File: src/rtl/dual_div_pkg.sv
package dual_div_pkg;

   // How the upper section obtains its count events.
   typedef enum logic {
      CHAIN_EXTERNAL = 1'b0,   // upper section follows its own count input
      CHAIN_INTERNAL = 1'b1    // upper section follows the fall of the one-bit output
   } chain_mode_e;

   localparam int unsigned MIN_SYNC_STAGES = 2;

endpackage

File: src/rtl/ddc_reset_gate.sv
// Two-input AND reset: asynchronous assertion, release aligned to clk.
module ddc_reset_gate #(
   parameter int unsigned STAGES = 2
) (
   input  logic clk,
   input  logic rst_a,
   input  logic rst_b,
   output logic hold_n
);

   logic              clear;
   logic [STAGES-1:0] pipe;

   assign clear = rst_a & rst_b;

   always_ff @(posedge clk or posedge clear) begin
      if (clear) begin
         pipe <= '0;
      end else begin
         pipe <= {pipe[STAGES-2:0], 1'b1};
      end
   end

   assign hold_n = pipe[STAGES-1];

endmodule

File: src/rtl/ddc_fall_detect.sv
// Synchronizes an asynchronous count input and flags its high-to-low change.
module ddc_fall_detect #(
   parameter int unsigned STAGES = 2
) (
   input  logic clk,
   input  logic rst_n,
   input  logic din,
   output logic fall
);

   logic [STAGES-1:0] sync;
   logic              last;

   always_ff @(posedge clk or negedge rst_n) begin
      if (!rst_n) begin
         sync <= '0;
         last <= 1'b0;
      end else begin
         sync <= {sync[STAGES-2:0], din};
         last <= sync[STAGES-1];
      end
   end

   assign fall = last & ~sync[STAGES-1];

endmodule

File: src/rtl/ddc_count_stage.sv
// Binary up counter of parameter width; width 1 degenerates to a toggle.
module ddc_count_stage #(
   parameter int unsigned W = 1
) (
   input  logic         clk,
   input  logic         rst_n,
   input  logic         step,
   output logic [W-1:0] value
);

   localparam logic [W-1:0] ONE = W'(1);

   always_ff @(posedge clk or negedge rst_n) begin
      if (!rst_n) begin
         value <= '0;
      end else if (step) begin
         value <= value + ONE;
      end
   end

endmodule

File: src/rtl/dual_div_counter.sv
module dual_div_counter
   import dual_div_pkg::*;
#(
   parameter int unsigned HI_W           = 3,
   parameter int unsigned SYNC_STAGES    = 2,
   parameter int unsigned RELEASE_STAGES = 2,
   parameter chain_mode_e CHAIN_MODE     = CHAIN_EXTERNAL
) (
   input  logic            clk,
   input  logic            rst_a,
   input  logic            rst_b,
   input  logic            cnt_lo_in,
   input  logic            cnt_hi_in,
   output logic            q_lo,
   output logic [HI_W-1:0] q_hi
);

   // Elaboration-time parameter checks
   if (HI_W < 1) begin : g_bad_width
      $error("dual_div_counter: HI_W must be at least 1");
   end
   if (SYNC_STAGES < MIN_SYNC_STAGES) begin : g_bad_sync
      $error("dual_div_counter: SYNC_STAGES below minimum");
   end
   if (RELEASE_STAGES < 2) begin : g_bad_release
      $error("dual_div_counter: RELEASE_STAGES must be at least 2");
   end

   logic hold_n;
   logic lo_fall;
   logic hi_step;

   ddc_reset_gate #(
      .STAGES (RELEASE_STAGES)
   ) u_rst (
      .clk    (clk),
      .rst_a  (rst_a),
      .rst_b  (rst_b),
      .hold_n (hold_n)
   );

   ddc_fall_detect #(
      .STAGES (SYNC_STAGES)
   ) u_lo_edge (
      .clk   (clk),
      .rst_n (hold_n),
      .din   (cnt_lo_in),
      .fall  (lo_fall)
   );

   ddc_count_stage #(
      .W (1)
   ) u_lo_cnt (
      .clk   (clk),
      .rst_n (hold_n),
      .step  (lo_fall),
      .value (q_lo)
   );

   if (CHAIN_MODE == CHAIN_INTERNAL) begin : g_chain_int
      // q_lo falls on exactly the edge where it is 1 and steps
      logic unused_hi_in;
      assign unused_hi_in = cnt_hi_in;
      assign hi_step      = lo_fall & q_lo;
   end else begin : g_chain_ext
      ddc_fall_detect #(
         .STAGES (SYNC_STAGES)
      ) u_hi_edge (
         .clk   (clk),
         .rst_n (hold_n),
         .din   (cnt_hi_in),
         .fall  (hi_step)
      );
   end

   ddc_count_stage #(
      .W (HI_W)
   ) u_hi_cnt (
      .clk   (clk),
      .rst_n (hold_n),
      .step  (hi_step),
      .value (q_hi)
   );

endmodule

File: config.mk
export PLATFORM = sky130hd
export DESIGN_NAME = dual_div_counter
export DESIGN_NICKNAME = d
export VERILOG_FILES = /design/src/rtl/dual_div_pkg.sv /design/src/rtl/ddc_reset_gate.sv /design/src/rtl/ddc_fall_detect.sv /design/src/rtl/ddc_count_stage.sv /design/src/rtl/dual_div_counter.sv
export SDC_FILE = /design/constraint.sdc
export NUM_CORES = 1
export LEC_CHECK = 0
export ABC_AREA = 1
export BUFFER_PORTS_ARGS = -buffer_cell sky130_fd_sc_hd__buf_2
export CAP_MARGIN = 10
export CORE_AREA = 2 2 39 41
export CTS_CLUSTER_SIZE = 40
export DETAILED_ROUTE_END_ITERATION = 10
export DIE_AREA = 0 0 41 43
export GPL_TIMING_DRIVEN = 0
export SYNTH_ARGS = -nofsm -noshare
export SYNTH_HDL_FRONTEND = slang
export SYNTH_HIERARCHICAL = 1
export SYNTH_SLANG_ARGS = --single-unit
export TNS_END_PERCENT = 20
File: constraint.sdc
create_clock -name clk -period 0.8 [get_ports clk]
set_input_delay 0.12 -clock clk [delete_from_list [all_inputs] [get_ports clk]]
set_output_delay 0.12 -clock clk [all_outputs]
set_load 0.1 [all_outputs]
==> results.py <==
metrics = {
    "route": {
        "wirelength_um": 545,
        "drt_iter0_drc": 1,
        "via_count": 263,
        "vias_per_cell": 3.93,
        "ant_nets": 0,
        "wl_per_cell_um": 8.13,
        "drc": 0,
        "drtPass1Iterations": 2,
    },
    "grt": {
        "grt_start_max_net_pins": 11,
        "first_global_vias": 261,
        "grt_use_total_pct": 9.22,
        "antenna_found_initial": 0,
        "grt_overflow": 0,
        "grt_pass1_wl_um": 1050,
    },
    "synthesis": {
        "synth_top_area_cell": "dfrtp_1",
        "synth-seq-cells": 12,
        "netlist_area_um2": 404,
        "yosys.area_share.simple_pct": 11.8,
        "synth-xor-area-share_pct": 2.17,
        "synth_area_per_cell_um2": 11.9,
        "synth_compound_area_share_pct": 1.24,
        "syn-instance-count": 34,
        "synth_mux_area_share_pct": 0,
        "yosys-top-cells-count": "dfrtp_1 (12), nand2_1 (8), inv_1 (7), nor2_2 (2)",
        "ys_seq_area_share_pct": 74.3,
        "synth_warnings": 6,
        "synth_ff_type": "dfrtp_1",
        "synth_most_common_cell": "dfrtp_1",
        "synth_adder_area_share_pct": 3.10,
        "synth.distinct_cells": 9,
        "synth_top_family_by_area": "simple AND/OR/NAND/NOR gates",
        "synth_fp_nets": 40,
        "synth.area.top_cells": "dfrtp_1 (74%), nand2_1 (7.4%), inv_1 (6.5%)",
        "async_reset_ff_share_pct": 100,
        "synth-edff-count": 0,
        "yosysTopAreaCellShare_pct": 74.3,
    },
    "clocking": {
        "cts_tree": "yes",
        "clkTransAtPathRegs_ns": 0.07,
        "clock_path_buffers": 2,
        "root_buffer": "clkbuf_4",
        "cts_sinks": 12,
        "htree_levels": 1,
        "cts_inserted_buffers": 3,
        "clkLatencyLatePin_ns": 0.26,
    },
    "cells_and_area": {
        "drive_gt1_share_pct": 43.1,
        "nFillCells": 137,
        "diodes": 0,
        "fin_util_pct": 45.8,
        "syn_to_final_growth_pct": 57.0,
        "nets": 58,
        "finalInstanceArea_um2": 634,
        "final_cell_count_no_fill": 67,
    },
    "timing": {
        "post-route-min-period_ns": 1.07,
        "rsz0062_at_grt": "true",
        "fin_skew_ns": 0.00449,
        "period_share_pct": 134,
        "finalSetupViolCount": 7,
        "fin_ws_ns": -0.273,
        "finalHoldViolations": 0,
        "slew_violations": 0,
        "fmax_ghz": 0.932,
        "holdWs_ns": 0.149,
    },
    "setup_path": {
        "critPathCaptureType": "output pin",
        "start_kind": "flip-flop",
        "cpLargestDelayFamily": "flip-flops",
        "crit_type": "flip-flop to output pin",
        "cp_max_fo": 3,
        "cp_data_required_time_ns": 0.68,
        "crit_buf_inv": 1,
        "worstPathArrival_ns": 0.95,
        "critPathMaxStageDelay_ns": 0.51,
        "crit_start": "u_hi_cnt/value[0]",
        "crit_slowest_cell": "dfrtp_4",
        "crit_chain": "buf_12",
        "regToRegStartpoint": "u_hi_cnt/value[0]",
    },
    "hold_path": {
        "hp-class": "flip-flop to asynchronous set/reset pin",
    },
    "pwr": {
        "p_seq_share_pct": 35.1,
        "combPwrFrac_pct": 50.8,
        "swShare_pct": 43.7,
        "p_switching_w": 0.00113,
        "ir_worst_vdd_mv": 1.94,
        "p_int_w": 0.00145,
        "p_leak_nw": 0.303,
        "p_per_area_mw_per_mm2": 4070,
        "p_clk_share_pct": 14.0,
        "power.total_w": 0.00258,
    },
    "run_status": {
        "status": "finished with violations",
        "violations": "setup timing",
    },
    "floorplanning": {
        "num_io_pins": 9,
        "dieHeight_um": 43,
        "initial_utilization_pct": 29.2,
        "coreArea_mm2": 0.00138,
        "die_area_mm2": 0.00176,
        "dieWidth_um": 41,
        "num_rows": 14,
    },
    "placement": {
        "dpl_cell_area_um2": 487,
        "place_hpwl_um": 355,
        "placed_cells": 58,
        "routabilityCongestion": 0.657,
        "port_buffers": 8,
    },
    "flow_run": {
        "maxCapViolations": 0,
    },
}
## metal layers
layer	GRT usage (%)	vias to the layer above	part of all wire, %
met1	13.1	127	42
met3	3.14	0	1.3
met4	8.00	0	0
met2	10.6	3	57
li1	-	133	-
met5	0	-	0
## worst register-to-register path, cell delays in order (launching register included)
cell and delay [ns]:
dfrtp_4 0.51, ha_4 0.18, nand2_2 0.06, nand2_1 0.05, nand2_1 0.05, inv_1 0.04
## metrics by stage
step | setup slack [ns] | setup TNS (ns)
after floorplan | -0.304 | -0.917
after global placement | -0.165 | -0.764
after detailed placement | -0.169 | -0.832
after CTS | -0.292 | -1.32
after global routing | -0.302 | -1.56
final | -0.273 | -1.36
## cells in the final DEF, fill, tap and decap left out, drive strengths merged
| cell type | count |
|---|---|
| nor2 | 2 |
| o21ai | 1 |
| nand2 | 8 |
| inv | 7 |
| buf | 9 |
| clkbuf | 4 |
| dlygate4sd3 | 4 |
| xor2 | 1 |
| ha | 1 |
| nand3 | 1 |
| conb | 1 |
| dfrtp | 12 |
## path summary, 6_finish.rpt
kind | to | slack [ns] | cells after the start
worst min register to register | u_hi_cnt/value[0] | 0.15 | 0
worst max-delay path | q_hi[0] | -0.27 | 1
min in group clk | u_rst/pipe[1] | 0.35 | 0
worst max register to register | u_hi_cnt/value[2] | -0.18 | 5
max in group asynchronous | u_hi_cnt/value[1] | 0.35 | 0
worst min-delay path | u_hi_cnt/value[0] | 0.15 | 0
## sequential cells by signal, summed over array words and instances, names as in the netlist
| register | flops |
|---|---|
| u_lo_edge/last | 1 |
| u_hi_cnt/value | 3 |
| g_chain_ext.u_hi_edge/sync | 2 |
| u_rst/pipe | 2 |
| g_chain_ext.u_hi_edge/last | 1 |
| u_lo_edge/sync | 2 |
| u_lo_cnt/value | 1 |
## kinds of logic (layout without fill, tap and decap cells)
kind of cell / Yosys count / count (layout)
buffers and inverters: 7 / 24
other: 1 / 1
DFF: 12 / 12
xor gates and xnor gates: 1 / 1
and+or+nand+nor: 11 / 11
adders and majority gates: 1 / 1
AOI/OAI and AO/OA: 1 / 1
## what timing repair did
| action | CTS | global route |
|---|---|---|
| hold buffers | 4 | 0 |
| hold endpoints to repair | 4 | 0 |
| setup endpoints to repair | 7 | 7 |
| setup buffers | 0 | 1 |
| resized for setup | 17 | 3 |
| pin swaps | 2 | 1 |
## area by class of cell
cell class,count,area [um2],share of cell area [%]
well taps,16,20.0,3.16
clock buffers,4,26.3,4.14
repair buffers,13,148,23.3
flip-flops and latches,12,310,48.9
multi-input cells,15,104,16.4
inverters,7,26.3,4.14
## power by group through the flow
stage	clock (W)	sequential [W]	combinational, W
2_1_floorplan	0	0.00150	0.000158
3_3_place_gp	0	0.000866	0.000906
3_5_place_dp	0	0.000875	0.000924
4_1_cts	0.000388	0.000916	0.00121
5_1_grt	0.000422	0.000928	0.00135
6_report	0.000362	0.000906	0.00131
Note: power is estimated with default switching activity, not from simulation.
